==> config.mk <==
export PLATFORM = sky130hd
export DESIGN_NAME = tick_timer
export DESIGN_NICKNAME = d
export VERILOG_FILES = /design/src/rtl/tmr_pkg.sv /design/src/rtl/tmr_prescale.sv /design/src/rtl/tmr_counter.sv /design/src/rtl/tmr_regs.sv /design/src/rtl/tick_timer.sv
export SDC_FILE = /design/constraint.sdc
export NUM_CORES = 1
export LEC_CHECK = 0
export ABC_AREA = 1
export BUFFER_PORTS_ARGS = -buffer_cell sky130_fd_sc_hd__buf_2
export CORE_ASPECT_RATIO = 0.8
export CORE_MARGIN = 1.5
export CORE_UTILIZATION = 40
export CTS_CLUSTER_SIZE = 16
export DETAILED_ROUTE_END_ITERATION = 12
export PLACE_DENSITY_LB_ADDON = 0.05
export SETUP_SLACK_MARGIN = 0.02
export SKIP_CTS_REPAIR_TIMING = 1
export SKIP_LAST_GASP = 1
export SLEW_MARGIN = 20
export SYNTH_ARGS = -nofsm -noshare
export SYNTH_HDL_FRONTEND = slang
export SYNTH_SLANG_ARGS = --single-unit
==> constraint.sdc <==
create_clock -name clk -period 6.6 [get_ports clk]
set_input_delay 1.32 -clock clk [delete_from_list [all_inputs] [get_ports clk]]
set_output_delay 1.32 -clock clk [all_outputs]
set_load 0.01 [all_outputs]
==> src/rtl/tmr_pkg.sv <==
`timescale 1ns/1ps
package tmr_pkg;
  typedef enum logic [2:0] {
    A_CTRL = 3'd0,
    A_STAT = 3'd1,
    A_IEN  = 3'd2,
    A_PSC  = 3'd3,
    A_ARR  = 3'd4,
    A_CNT  = 3'd5,
    A_EVT  = 3'd6
  } reg_addr_e;

  localparam int CTRL_W = 4;

  typedef struct packed {
    logic buffered;
    logic ovf_only;
    logic no_upd;
    logic run;
  } ctrl_t;
endpackage

==> src/rtl/tmr_prescale.sv <==
`timescale 1ns/1ps
module tmr_prescale #(
  parameter int W = 16
) (
  input  logic         clk,
  input  logic         rst,
  input  logic         run,
  input  logic         clr,
  input  logic [W-1:0] div,
  output logic         tick
);
  logic [W-1:0] pcnt;
  logic         at_end;

  // compare with >= so a smaller divisor written mid-count ends the cycle at once
  assign at_end = (pcnt >= div);
  assign tick   = run && at_end && !clr;

  always_ff @(posedge clk) begin
    if (rst || clr)
      pcnt <= '0;
    else if (run)
      pcnt <= at_end ? '0 : pcnt + 1'b1;
  end

  a_r6_psc_hold: assert property (@(posedge clk) disable iff (rst)
    (!run && !clr) |=> $stable(pcnt));
endmodule

==> src/rtl/tmr_counter.sv <==
`timescale 1ns/1ps
module tmr_counter #(
  parameter int W = 16
) (
  input  logic         clk,
  input  logic         rst,
  input  logic         tick,
  input  logic         force_upd,
  input  logic         no_upd,
  input  logic         buffered,
  input  logic         cnt_we,
  input  logic [W-1:0] cnt_wd,
  input  logic [W-1:0] arr_wr,
  output logic [W-1:0] cnt,
  output logic         ovf_upd,
  output logic         sw_upd
);
  logic [W-1:0] arr_sh;
  logic [W-1:0] arr_act;
  logic         wrap;

  assign arr_act = buffered ? arr_sh : arr_wr;
  assign wrap    = tick && (cnt >= arr_act);
  assign ovf_upd = wrap && !force_upd && !cnt_we && !no_upd;
  assign sw_upd  = force_upd && !no_upd;

  // priority: forced update, then software count write, then tick
  always_ff @(posedge clk) begin
    if (rst)
      cnt <= '0;
    else if (force_upd)
      cnt <= '0;
    else if (cnt_we)
      cnt <= cnt_wd;
    else if (tick)
      cnt <= wrap ? '0 : cnt + 1'b1;
  end

  // shadow follows the written value while unbuffered, so switching modes is seamless
  always_ff @(posedge clk) begin
    if (rst)
      arr_sh <= '0;
    else if (!buffered || ovf_upd || sw_upd)
      arr_sh <= arr_wr;
  end

  a_r2_wrap_to_zero: assert property (@(posedge clk) disable iff (rst)
    (tick && (cnt >= arr_act) && !force_upd && !cnt_we) |=> (cnt == '0));
  a_r6_count_hold: assert property (@(posedge clk) disable iff (rst)
    (!tick && !force_upd && !cnt_we) |=> $stable(cnt));
  a_r8_shadow_hold: assert property (@(posedge clk) disable iff (rst)
    (buffered && !ovf_upd && !sw_upd) |=> $stable(arr_sh));
endmodule

==> src/rtl/tmr_regs.sv <==
`timescale 1ns/1ps
module tmr_regs
  import tmr_pkg::*;
#(
  parameter int W = 16
) (
  input  logic         clk,
  input  logic         rst,
  input  logic         wr_en,
  input  logic [2:0]   addr,
  input  logic [W-1:0] wr_data,
  input  logic [W-1:0] cnt,
  input  logic         ovf_upd,
  input  logic         sw_upd,
  output ctrl_t        ctrl,
  output logic [W-1:0] psc,
  output logic [W-1:0] arr,
  output logic         cnt_we,
  output logic         force_upd,
  output logic [W-1:0] rd_data,
  output logic         irq
);
  reg_addr_e a;
  logic      flag;
  logic      ien;
  logic      flag_set;
  logic      flag_clr;

  assign a         = reg_addr_e'(addr);
  assign cnt_we    = wr_en && (a == A_CNT);
  assign force_upd = wr_en && (a == A_EVT) && wr_data[0];
  assign flag_set  = ovf_upd || (sw_upd && !ctrl.ovf_only);
  assign flag_clr  = wr_en && (a == A_STAT) && !wr_data[0];

  always_ff @(posedge clk) begin
    if (rst) begin
      ctrl <= '0;
      ien  <= 1'b0;
      psc  <= '0;
      arr  <= '0;
    end else if (wr_en) begin
      case (a)
        A_CTRL:  ctrl <= ctrl_t'(wr_data[CTRL_W-1:0]);
        A_IEN:   ien  <= wr_data[0];
        A_PSC:   psc  <= wr_data;
        A_ARR:   arr  <= wr_data;
        default: ;
      endcase
    end
  end

  // hardware set wins over a software clear in the same cycle
  always_ff @(posedge clk) begin
    if (rst)
      flag <= 1'b0;
    else if (flag_set)
      flag <= 1'b1;
    else if (flag_clr)
      flag <= 1'b0;
  end

  always_ff @(posedge clk) begin
    if (rst) begin
      irq     <= 1'b0;
      rd_data <= '0;
    end else begin
      irq <= flag && ien;
      case (a)
        A_CTRL:  rd_data <= {{(W-CTRL_W){1'b0}}, ctrl};
        A_STAT:  rd_data <= {{(W-1){1'b0}}, flag};
        A_IEN:   rd_data <= {{(W-1){1'b0}}, ien};
        A_PSC:   rd_data <= psc;
        A_ARR:   rd_data <= arr;
        A_CNT:   rd_data <= cnt;
        default: rd_data <= '0;
      endcase
    end
  end

  a_r4_flag_sticky: assert property (@(posedge clk) disable iff (rst)
    (flag && !flag_clr) |=> flag);
  a_r5_irq_needs_enable: assert property (@(posedge clk) disable iff (rst)
    (!ien) |=> !irq);
  a_r9_no_update: assert property (@(posedge clk) disable iff (rst)
    ctrl.no_upd |-> (!ovf_upd && !sw_upd));
  a_r10_forced_quiet: assert property (@(posedge clk) disable iff (rst)
    (ctrl.ovf_only && !ovf_upd && !flag) |=> !flag);
endmodule

==> src/rtl/tick_timer.sv <==
`timescale 1ns/1ps
module tick_timer
  import tmr_pkg::*;
#(
  parameter int W = 16
) (
  input  logic         clk,
  input  logic         rst,
  input  logic         wr_en,
  input  logic [2:0]   addr,
  input  logic [W-1:0] wr_data,
  output logic [W-1:0] rd_data,
  output logic         irq
);
  ctrl_t        ctrl;
  logic [W-1:0] psc;
  logic [W-1:0] arr;
  logic [W-1:0] cnt;
  logic         cnt_we;
  logic         force_upd;
  logic         tick;
  logic         ovf_upd;
  logic         sw_upd;

  tmr_regs #(.W(W)) u_regs (
    .clk(clk), .rst(rst), .wr_en(wr_en), .addr(addr), .wr_data(wr_data),
    .cnt(cnt), .ovf_upd(ovf_upd), .sw_upd(sw_upd), .ctrl(ctrl),
    .psc(psc), .arr(arr), .cnt_we(cnt_we), .force_upd(force_upd),
    .rd_data(rd_data), .irq(irq)
  );

  tmr_prescale #(.W(W)) u_psc (
    .clk(clk), .rst(rst), .run(ctrl.run), .clr(force_upd),
    .div(psc), .tick(tick)
  );

  tmr_counter #(.W(W)) u_cnt (
    .clk(clk), .rst(rst), .tick(tick), .force_upd(force_upd),
    .no_upd(ctrl.no_upd), .buffered(ctrl.buffered), .cnt_we(cnt_we),
    .cnt_wd(wr_data), .arr_wr(arr), .cnt(cnt), .ovf_upd(ovf_upd),
    .sw_upd(sw_upd)
  );
endmodule

Yosys cells after proc, flatten, opt, wreduce, memory -nomap -nowiden. Cells that the tools add are included. Widths: inputs -> output; s select.

Bits in registers: 103.

Add/sub/neg operators: 2. Magnitude comparators: 2. Eq/ne operators: 6. Multiplexer cells: 8. Reduce and logical (&&, ||, !) cells: 32.

Operators with widths (count): $pmux 16 s6 (1); $mux 16 (5); $add 16x1->16 const B (2); $ge 16x16->1 (2); $logic_and 1x1->1 (14); $eq 3x3->1 const B (3); $reduce_and 2->1 (4); $eq 3x2->1 const B (2); $logic_not 1->1 (6); $logic_or 1x1->1 (4); $reduce_bool 2->1 (2); $eq 3x1->1 const B (1); $logic_not 3->1 (1); $mux 1 (2); $reduce_or 2->1 (1).

Longest topological paths before layout. Gate-level depths: netlist (run 1).

Depth after elaboration: 11. Depth in mapped cells: 19. Gate-level depth less buffers: 17.

Modules after synthesis. From an unflattened synthesis (run 1), not the netlist that was laid out.

Cells, all modules: 835. Area, all modules: 5799.3 um^2.

Modules (own cells, without submodules): tmr_counter (times used 1, cells an instance 353, area each 2332.2 um^2, sequential area each 640.6 um^2); tmr_regs (times used 1, cells an instance 315, area each 2254.7 um^2, sequential area each 1101.1 um^2); tmr_prescale (times used 1, cells an instance 167, area each 1212.4 um^2, sequential area each 320.3 um^2).

Worst setup path after synthesis (run 1). Ideal clock, no wire load.

Path type: input to register. Start point: input addr[0]. End point: register u_cnt.arr_sh[10]. Setup time: 0.113 ns. Arrival time: 2.493 ns. Data required time: 6.487 ns. Setup slack: 3.994 ns. Stages: 12. Path buffers: 1. Cells stage by stage: inv_1 > nor3_4 > inv_2 > nor2_8 > inv_4 > nand2_1 > inv_1 > nand4_2 > buf_6 > nand3_1 > nand2_1 > nor2_1.

Cells in the longest elaborated chain, start to end: 11. Elaborated cells on any way between the ends: 15. Those cells by class: 2 x eq/ne; 13 x reduce/logical.

Ends and longest elaborated chain: start: declaration (line tick_timer.sv:10) `input logic [2:0] addr,`; $eq 3x3->1 (line tmr_regs.sv:31) `assign force_upd = wr_en && (a == A_EVT) && wr_data[0];`; $logic_and 1x1->1 (2 in a row) (line tmr_regs.sv:31); $logic_not 1->1 (line tmr_prescale.sv:17, tmr_counter.sv:24); $logic_and 1x1->1 (line tmr_prescale.sv:17) `assign tick = run && at_end && !clr;`; $logic_and 1x1->1 (line tmr_counter.sv:23) `assign wrap = tick && (cnt >= arr_act);`; $logic_and 1x1->1 (3 in a row) (line tmr_counter.sv:24) `assign ovf_upd = wrap && !force_upd && !cnt_we && !no_upd;`; $logic_or 1x1->1 (line tmr_counter.sv:43) `else if (!buffered || ovf_upd || sw_upd)`; $logic_or 1x1->1 * (line tmr_counter.sv:43); end signal: assignment (line tmr_counter.sv:44) `arr_sh <= arr_wr;`; end: declaration (line tmr_counter.sv:18) `logic [W-1:0] arr_sh;`.

Mark *: on every way between the ends. The rest lies on a longest branch, timed or not. A chain may end at the register's enable or synchronous reset.

Worst setup path in the final report (run 1).
Start point: input addr[0]. End point: register u_cnt.cnt[9].

Cells in the longest elaborated chain, start to end: 9. Elaborated cells on any way between the ends: 13. Those cells by class: 2 x eq/ne; 3 x mux; 8 x reduce/logical.

Ends and longest elaborated chain: $eq 3x3->1 (line tmr_regs.sv:31); $logic_and 1x1->1 (2 in a row) (line tmr_regs.sv:31); $logic_not 1->1 (line tmr_prescale.sv:17); $logic_and 1x1->1 (line tmr_prescale.sv:17); $logic_and 1x1->1 (line tmr_counter.sv:23); $mux 16 (line tmr_counter.sv:36) `cnt <= wrap ? '0 : cnt + 1'b1;`; $mux 16 (line tmr_counter.sv:35) `else if (tick)`; $mux 16 (line tmr_counter.sv:33) `else if (cnt_we)`; end signal: assignment (line tmr_counter.sv:34) `cnt <= cnt_wd;`; end signal: assignment (line tmr_counter.sv:36); end: declaration (line tmr_counter.sv:14) `output logic [W-1:0] cnt,`.

Several ways; a longest one is shown, not always the timed one. The select of a mux whose other input is x is not followed.

==> impl_metrics.yaml, run 1 <==
power:
  power.switching_mw: 0.3526
  power_frac_seq_pct: 48.4
  intPower_mw: 0.9920
  leakagePower_nw: 2.686
  p_comb_share_pct: 10.6
  pwr-share-clk_pct: 41.0
  swShare_pct: 26.22
  p_per_area_nw_per_um2: 217.4
  irDropWorstVdd_uv: 162.4
worst_setup_path:
  cpPeakStageDelay_ns: 0.86
  cp_slowest_cell: "nor2_1"
  reg2reg_depth: 12
  crit_fanout: 19
  required_ns: 6.89
  crit_path_frequent_cell: "nor2_1"
  r2r-end: "u_cnt.cnt[9]$_SDFFE_PP0P_"
  cpLargestDelayFamily: "simple AND/OR/NAND/NOR gates"
  setup.reg_to_reg.worst_slack_ns: 3.34
  crit_path_end: "u_cnt.cnt[9]$_SDFFE_PP0P_"
  cp-end-kind: "flop"
  path_class: "input port to flop"
  worstPathCellList: "buf_2, inv_1, nor3_4, inv_2, nor2_8, inv_4, nand4_4, nor2_1, a21oi_1, nor2_1"
  cp_num_buf_inv: 4
  start_kind: "input port"
  timing.rr.start: "u_regs.ctrl[3]$_SDFFE_PP0P_"
  startpoint: "addr[0]"
  cp.depth: 10
  arrival_ns: 3.60
routing:
  vias: 5127
  drt.antenna.violating_nets: 0
  vias_per_cell: 5.122
  drtIter0Drc: 328
  wl_per_cell_um: 15.65
  routed_wl_um: 15660
  drc: 0
  dr.pass1.iters: 4
yosys:
  ys_seq_elements: 103
  async_reset_ff_share_pct: 0
  yosys_warnings: 0
  syn_inst: 798
  yosysSeqAreaShare_pct: 36.84
  synth_flop_cell: "dfxtp_1"
  syn_area_per_cell_um2: 7.015
  synth_nets: 854
  synth_common_cells: "165 x nand2_1, 112 x inv_1, 103 x dfxtp_1"
  ys_top_cells_by_area: "dfxtp_1 37%, nand2_1 11%, ha_1 7.6%"
  ys_types: 42
  syn_area_um2: 5598
  synth_edf_count: 0
  synthMostInstantiatedCell: "nand2_1"
  yosys.area.top_type: "dfxtp_1"
  yosys.area.top_type_share_pct: 36.84
layout:
  area_growth_pct: 10.48
  finalNetCount: 873
  n_antenna_cell: 0
  layout-drive-gt1-share_pct: 8.770
  final_cells: 1001
flow_run:
  max_cap_violations: 0
die:
  rows: 38
  die_h_um: 108.8
  dieWidth_um: 135.3
  ios: 39
  die-area_um2: 14720
  start_util_pct: 41.17
  coreArea_um2: 13600
clock_tree:
  cts_tree: "built"
  h-tree-depth: 3
  clk_latency_ns: 0.36
  cts_sinks: 103
  clock-root-buffer: "clkbuf_16"
  clockBufferDepth: 2
  cts_buffers: 9
  path_clk_slew_ns: 0.07
placed_design:
  port_buffers: 38
  dpl.hpwl_um: 11460
  gp_congestion: 0.8924
  dp.cells: 986
  pre_cts_ws_ns: 2.769
timing:
  layout_setup_ws_ns: 3.286
  finalHoldViolCount: 0
  slew_headroom_pct: 27.03
  rsz0062_at_grt: "false"
  setup_violations: 0
  fmax_mhz: 301.8
  final_max_slew_viol_count: 0
  skew_ns: 0.008400
  fin_setup_tns_ns: 0
  tightest_slew_ns: 1.091
  min_period_over_period_pct: 50.21
  post-route-min-period_ns: 3.314
grt:
  grt_usage_pct: 22.66
  grt_max_degree: 63
  grt_pass1_wl_um: 25520
  antenna_found_initial: 0
  first_global_vias: 4792
  overflow: 0
status:
  status: "completed"
hold_path:
  hold_class: "flop to flop"
## cell families (layout without fill, tap and decap cells)
logic type | Yosys count | after routing | share of synthesized area, %
simple gates | 335 | 335 | 26.22
compound gates | 156 | 156 | 15.49
buf+inv | 148 | 171 | 10.42
flops | 103 | 103 | 36.84
fa+ha+maj | 34 | 34 | 7.599
xor+xnor | 22 | 22 | 3.442
## area by class of cell
cell class	instances	area, um^2
Sequential cell	103	2063
Inverter	117	441.7
Tap cell	180	225.2
Fill cell	1436	7413
Timing Repair Buffer	39	197.7
Clock buffer	11	252.7
Multi-Input combinational cell	547	2959
Clock inverter	4	45.04
## power groups by stage
stage	Combinational (mW)	Sequential [mW]	Clock, mW
CTS	0.143	0.651	0.561
global route	0.162	0.653	0.586
global placement	0.139	0.665	0
floorplan	0.0998	0.659	0
finish	0.142	0.651	0.551
detailed placement	0.142	0.666	0
## flip-flops by register name, summed over array words and instances (netlist names), 4 cells and up
register	cells
u_regs.rd_data	16
u_regs.arr	16
u_psc.pcnt	16
u_regs.ctrl	4
u_cnt.arr_sh	16
u_cnt.cnt	16
u_regs.psc	16
## worst min path at each step
| stage | slack [ns] | to | start | depth (start not counted) |
|---|---|---|---|---|
| 6_report | 0.45 | u_regs.irq$_SDFF_PP0_ | u_regs.ien$_SDFFE_PP0P_ | 2 |
| 5_1_grt | 0.49 | u_regs.irq$_SDFF_PP0_ | u_regs.ien$_SDFFE_PP0P_ | 2 |
| 4_1_cts | 0.46 | u_regs.irq$_SDFF_PP0_ | u_regs.ien$_SDFFE_PP0P_ | 2 |
| 3_5_place_dp | 0.44 | u_regs.irq$_SDFF_PP0_ | u_regs.ien$_SDFFE_PP0P_ | 2 |
| 3_3_place_gp | 0.45 | u_regs.irq$_SDFF_PP0_ | u_regs.ien$_SDFFE_PP0P_ | 2 |
| 2_1_floorplan | 0.42 | u_regs.irq$_SDFF_PP0_ | u_regs.ien$_SDFFE_PP0P_ | 2 |
## per-layer routing
layer  vias to the layer above  part of all wire, %  global-route usage, %
met2                       105                   44                  36.08
met5                         -                    0                      0
met3                        14                  4.4                  4.974
met1                      2384                   50                  31.45
met4                         0                  1.1                  4.992
li1                       2624                    -                      -
## metrics by stage
step | power [mW] | area (um^2) | util, % | hold slack (ns)
after floorplan | 0.7592 | 5598 | - | 0.4194
after global placement | 0.8042 | 5879 | 43.24 | 0.4498
after detailed placement | 0.8075 | 5881 | 43.25 | 0.4439
after CTS | 1.355 | 6178 | 45.44 | 0.4601
after global routing | 1.402 | 6185 | 45.48 | 0.4873
final | 1.345 | 6185 | 45.48 | 0.4533
## cell usage in the layout, fill, tap and decap left out, types with 3 or more instances in the layout
master	Yosys	layout
a21oi_1	70	70
a221oi_1	7	7
buf_2	5	38
clkbuf_16	0	9
clkinv_2	0	3
dfxtp_1	103	102
ha_1	34	34
inv_1	112	112
inv_2	3	3
nand2_1	165	165
nand3_1	50	50
nand4_1	6	6
nor2_1	87	87
nor3_1	8	8
nor3b_1	3	3
o211ai_1	5	5
o21ai_0	57	57
o221ai_1	7	7
o22ai_1	3	3
xnor2_1	6	6
xor2_1	16	16
## worst reg2reg max path: cells and delay by family, from the launching register on
kind	cells	cell delay, ns
compound gates	3	0.56
flops	1	0.72
simple gates	7	1.57
fa+ha+maj	1	0.32
buf+inv	1	0.03
No activity file was read; power rests on OpenSTA's default activity.
==> inputs of run 2 (changes only) <==
==> constraint.sdc (replaced) <==
create_clock -name clk -period 2.9 [get_ports clk]
set_input_delay 0.58 -clock clk [delete_from_list [all_inputs] [get_ports clk]]
set_output_delay 0.58 -clock clk [all_outputs]
set_load 0.01 [all_outputs]
==> run 2 against run 1 <==
- power grew 120%
- clock-buffer cell count unchanged
- final area increased by 0.89%
- non-clock buffer count rose by 10
- register-to-register slack lost 3.1 ns
- wire length up 0.55%
- first-iteration DRC count down 5.5%
- hold slack gained 0.0064 ns
- clock skew is 0.00056 ns lower
- critical path depth rose by 2
- sequential power rose by 130%
- setup slack got worse by 3.0 ns
- largest cell class unchanged
==> impl_metrics.yaml, run 2 (synthesis results as in run 1) <==
timing:
  fin_setup_tns_ns: 0
  fmax_mhz: 381.8
  final_max_slew_viol_count: 0
  post-route-min-period_ns: 2.619
  skew_ns: 0.007839
  tightest_slew_ns: 0.9062
  finalHoldViolCount: 0
  setup_violations: 0
  slew_headroom_pct: 39.44
  layout_setup_ws_ns: 0.2808
  min_period_over_period_pct: 90.32
  rsz0062_at_grt: "false"
die:
  rows: 38
  start_util_pct: 41.17
  dieWidth_um: 135.3
  die_h_um: 108.8
  ios: 39
  coreArea_um2: 13600
  die-area_um2: 14720
worst_setup_path:
  worstPathCellList: "buf_4, o21ai_0, ha_1, nand4_1, nor3_1, nand3_1, nand3_1, nand2_1, nor2_2, nor2_8, nor2_1, nor2_1"
  cpPeakStageDelay_ns: 0.35
  cp-end-kind: "flop"
  start_kind: "flop"
  startpoint: "u_regs.ctrl[3]$_SDFFE_PP0P_"
  arrival_ns: 2.87
  cp_slowest_cell: "nor3_1"
  crit_fanout: 34
  required_ns: 3.15
  timing.rr.start: "u_regs.ctrl[3]$_SDFFE_PP0P_"
  cp_num_buf_inv: 1
  path_class: "flop to flop"
  cpLargestDelayFamily: "simple AND/OR/NAND/NOR gates"
layout:
  mostFrequentLayoutCells: "165 x nand2_1, 112 x inv_1, 103 x dfxtp_1"
  layout-drive-gt1-share_pct: 9.736
  fin_area_um2: 6240
  area_growth_pct: 11.47
  layout_commonest_cell: "nand2_1"
  n_antenna_cell: 0
  finalNetCount: 883
grt:
  first_global_vias: 4930
  grt_max_degree: 62
  grt_pass1_wl_um: 25210
  overflow: 0
  grt_usage_pct: 22.37
  antenna_found_initial: 0
power:
  p_per_area_nw_per_um2: 476.0
  irDropWorstVdd_uv: 270.3
  power_mw: 2.970
  leakagePower_nw: 2.713
routing:
  drt.antenna.violating_nets: 0
  vias_per_cell: 5.185
  drc: 0
  wl_per_cell_um: 15.56
  dr.pass1.iters: 5
  drtIter0Drc: 310
  vias: 5247
  routed_wl_um: 15750
clock_tree:
  h-tree-depth: 3
  clk_latency_ns: 0.36
  path_clk_slew_ns: 0.07
  clock-root-buffer: "clkbuf_16"
  cts_buffers: 9
  cts_sinks: 103
  clockBufferDepth: 2
  cts_tree: "built"
hold_path:
  hold_class: "flop to flop"
  hold_start: "u_regs.ien$_SDFFE_PP0P_"
placed_design:
  placed_area_um2: 5954
  dpl.hpwl_um: 11820
  pre_cts_ws_ns: 0.1351
  gp_congestion: 0.9056
  port_buffers: 38
flow_run:
  max_cap_violations: 0
status:
  status: "completed"
## run 2: cell types whose count changed in the layout (fill, tap and decap cells not counted), sizes merged
cell and delta:
clkinvlp +2, buf +10, bufinv -1
## run 2: area by class of cell
class                           instances  area [um^2]
Fill cell                            1435         7358
Multi-Input combinational cell        547         2962
Sequential cell                       103         2062
Inverter                              117        441.7
Timing Repair Buffer                   49        272.8
Clock buffer                           11        242.7
Tap cell                              180        225.2
Clock inverter                          5        33.78
## run 2: worst paths after layout
check,to,slack (ns),depth (start not counted)
worst min register to register,u_regs.irq$_SDFF_PP0_,0.46,2
worst min-delay path,u_regs.irq$_SDFF_PP0_,0.46,2
worst max register to register,u_cnt.arr_sh[14]$_SDFFE_PP0P_,0.28,12
worst max-delay path,u_cnt.arr_sh[14]$_SDFFE_PP0P_,0.28,12
## run 2: metal layers
layer / track usage, % / part of all wire, %
met5: 0 / 0
met4: 8.525 / 2.6
met3: 4.231 / 4.9
met2: 36.44 / 45
met1: 29.48 / 47
## run 2: per-stage QoR
step           cells  hold slack, ns  utilization, %
2_1_floorplan    798          0.4194               -
3_3_place_gp     996          0.4505           43.79
3_5_place_dp     996          0.4545           43.79
4_1_cts         1012          0.4645           45.82
5_1_grt         1012          0.4778           45.89
6_report        1012          0.4597           45.89
## run 2: worst reg2reg max path, delay by kind of cell, from the launching register on
family                     cells  cell delay (ns)
and+or+nand+nor                9             1.41
adders and majority gates      1             0.34
DFF                            1             0.31
buffers and inverters          1             0.28
AOI/OAI and AO/OA              1             0.19
## run 2: report_power, final
part	switching (mW)	internal (mW)
Combinational	0.227	0.106
Sequential	0.0274	1.45
Clock	0.556	0.605
Total	0.810	2.16
==> inputs of run 3 (changes only) <==
--- a/config.mk
+++ b/config.mk
@@ -9,7 +9,7 @@
 export BUFFER_PORTS_ARGS = -buffer_cell sky130_fd_sc_hd__buf_2
 export CORE_ASPECT_RATIO = 0.8
 export CORE_MARGIN = 1.5
-export CORE_UTILIZATION = 40
+export CORE_UTILIZATION = 55
 export CTS_CLUSTER_SIZE = 16
 export DETAILED_ROUTE_END_ITERATION = 12
 export PLACE_DENSITY_LB_ADDON = 0.05
==> run 3 against run 2 <==
- first-iteration DRC count rose by 40%
- maximum frequency rose by 4.4%
- combinational power rose by 1%
- sequential power barely moved
- clock skew barely moved
- non-clock buffer count rose by 3
- die area fell by 27%
- register-to-register slack improved by 0.11 ns
- largest cell class unchanged
- highest routed layer unchanged
==> impl_metrics.yaml, run 3 (synthesis results as in run 1) <==
status:
  status: "completed"
power:
  pwr-share-clk_pct: 38.4
  power_frac_seq_pct: 50.2
  p_per_area_nw_per_um2: 474.0
  leakagePower_nw: 2.733
  irDropWorstVdd_uv: 294.0
  swShare_pct: 26.02
  power.switching_mw: 0.7661
  p_comb_share_pct: 11.4
  intPower_mw: 2.178
worst_setup_path:
  cpPeakStageDelay_ns: 0.56
  worstPathCellList: "buf_12, o21ai_0, ha_1, nand2_1, inv_1, nor2_1, o21a_1, nand2_1, nand2_1, nand3_1, nor2_2, a21oi_1, nor2_1"
  cp-end-kind: "flop"
  crit_fanout: 34
  cpLargestDelayFamily: "simple AND/OR/NAND/NOR gates"
  arrival_ns: 2.80
  path_class: "flop to flop"
  cp_slowest_cell: "nor2_2"
  start_kind: "flop"
  crit_path_frequent_cell: "nand2_1"
  required_ns: 3.19
  cp_num_buf_inv: 2
die:
  start_util_pct: 57.30
  dieWidth_um: 115.8
  ios: 39
  coreArea_um2: 9769
  die_h_um: 93.24
  rows: 32
  die-area_um2: 10800
routing:
  dr.pass1.iters: 5
  vias: 5363
  drt.antenna.violating_nets: 0
  vias_per_cell: 5.535
  drc: 0
  drtIter0Drc: 435
  wl_per_cell_um: 16.38
  routed_wl_um: 15870
timing:
  final_max_slew_viol_count: 0
  slew_headroom_pct: 40.26
  finalHoldViolCount: 0
  setup_violations: 0
  tightest_slew_ns: 0.8939
  fin_setup_tns_ns: 0
  min_period_over_period_pct: 86.49
  post-route-min-period_ns: 2.508
  rsz0062_at_grt: "false"
  skew_ns: 0.008218
  fmax_mhz: 398.7
clock_tree:
  clk_latency_ns: 0.35
  cts_tree: "built"
  clock-root-buffer: "clkbuf_16"
  clockBufferDepth: 2
  cts_buffers: 9
  h-tree-depth: 3
  path_clk_slew_ns: 0.07
  cts_sinks: 103
placed_design:
  dpl.hpwl_um: 11800
  gp_congestion: 0.9340
  port_buffers: 38
  dp.cells: 955
hold_path:
  hold_class: "flop to flop"
layout:
  mostFrequentLayoutCells: "165 x nand2_1, 112 x inv_1, 103 x dfxtp_1"
  final_cells: 969
  layout-drive-gt1-share_pct: 9.844
  area_growth_pct: 10.95
  n_antenna_cell: 0
  layout_commonest_cell: "nand2_1"
  finalNetCount: 886
grt:
  grt_max_degree: 35
  grt_pass1_wl_um: 25610
  overflow: 0
  first_global_vias: 4996
  antenna_found_initial: 1
  grt_usage_pct: 31.01
flow_run:
  max_cap_violations: 0
-- run 3: cell types whose count changed in the layout (fill, tap and decap cells not counted), sizes merged --
| cell | before | now |
|---|---|---|
| buf | 49 | 52 |
| clkbuf | 11 | 13 |
| clkinv | 4 | 2 |
| clkinvlp | 2 | 0 |
-- run 3: final timing paths --
kind,start,end,slack [ns],cells after the start
setup reg to reg,u_regs.ctrl[3]$_SDFFE_PP0P_,u_cnt.cnt[10]$_SDFFE_PP0P_,0.39,13
hold / removal,u_regs.ien$_SDFFE_PP0P_,u_regs.irq$_SDFF_PP0_,0.46,2
hold reg to reg,u_regs.ien$_SDFFE_PP0P_,u_regs.irq$_SDFF_PP0_,0.46,2
setup / recovery,u_regs.ctrl[3]$_SDFFE_PP0P_,u_cnt.cnt[10]$_SDFFE_PP0P_,0.39,13
-- run 3: per-stage QoR --
| stage | area (um^2) | power [mW] | util [%] | hold WS (ns) | worst slack (ns) |
|---|---|---|---|---|---|
| 3_5_place_dp | 5934 | 1.837 | 60.75 | 0.4418 | 0.1638 |
| 2_1_floorplan | 5598 | 1.728 | - | 0.4194 | 0.5487 |
| 4_1_cts | 6200 | 2.951 | 63.46 | 0.4582 | 0.1155 |
| 6_report | 6211 | 2.944 | 63.58 | 0.4553 | 0.3917 |
| 3_3_place_gp | 5934 | 1.829 | 60.75 | 0.4455 | 0.2467 |
| 5_1_grt | 6211 | 3.063 | 63.58 | 0.4818 | 0.08202 |
-- run 3: cell type report --
type | instances | area [um^2]
fill | 948 | 3558
multi-input combinational | 547 | 2964
sequential | 103 | 2062
inverter | 117 | 441.7
timing repair buffer | 52 | 307.8
clock buffer | 13 | 260.3
tap | 136 | 170.2
clock inverter | 1 | 5.005
-- run 3: routing by layer --
metal  track usage [%]  vias up  wire length (um)
li1                  -     2649                 -
met1             43.16     2459              7199
met2             48.24      228              6976
met3             6.740       27              1349
met4             9.045        0               347
met5                 0        -                 0
-- run 3: power groups by stage --
stage               sequential, mW  combinational (mW)  clock, mW
finish                        1.48               0.336       1.13
global route                  1.48               0.380       1.20
CTS                           1.48               0.330       1.14
detailed placement            1.51               0.328          0
global placement              1.51               0.320          0
floorplan                     1.50               0.227          0
-- run 3: worst register-to-register path, stage by stage, from the launching register on --
cell and delay [ns]:
dfxtp_1 0.33, buf_12 0.17, o21ai_0 0.25, ha_1 0.29
nand2_1 0.07, inv_1 0.04, nor2_1 0.08, o21a_1 0.12
nand2_1 0.05, nand2_1 0.05, nand3_1 0.19, nor2_2 0.56
a21oi_1 0.16, nor2_1 0.11
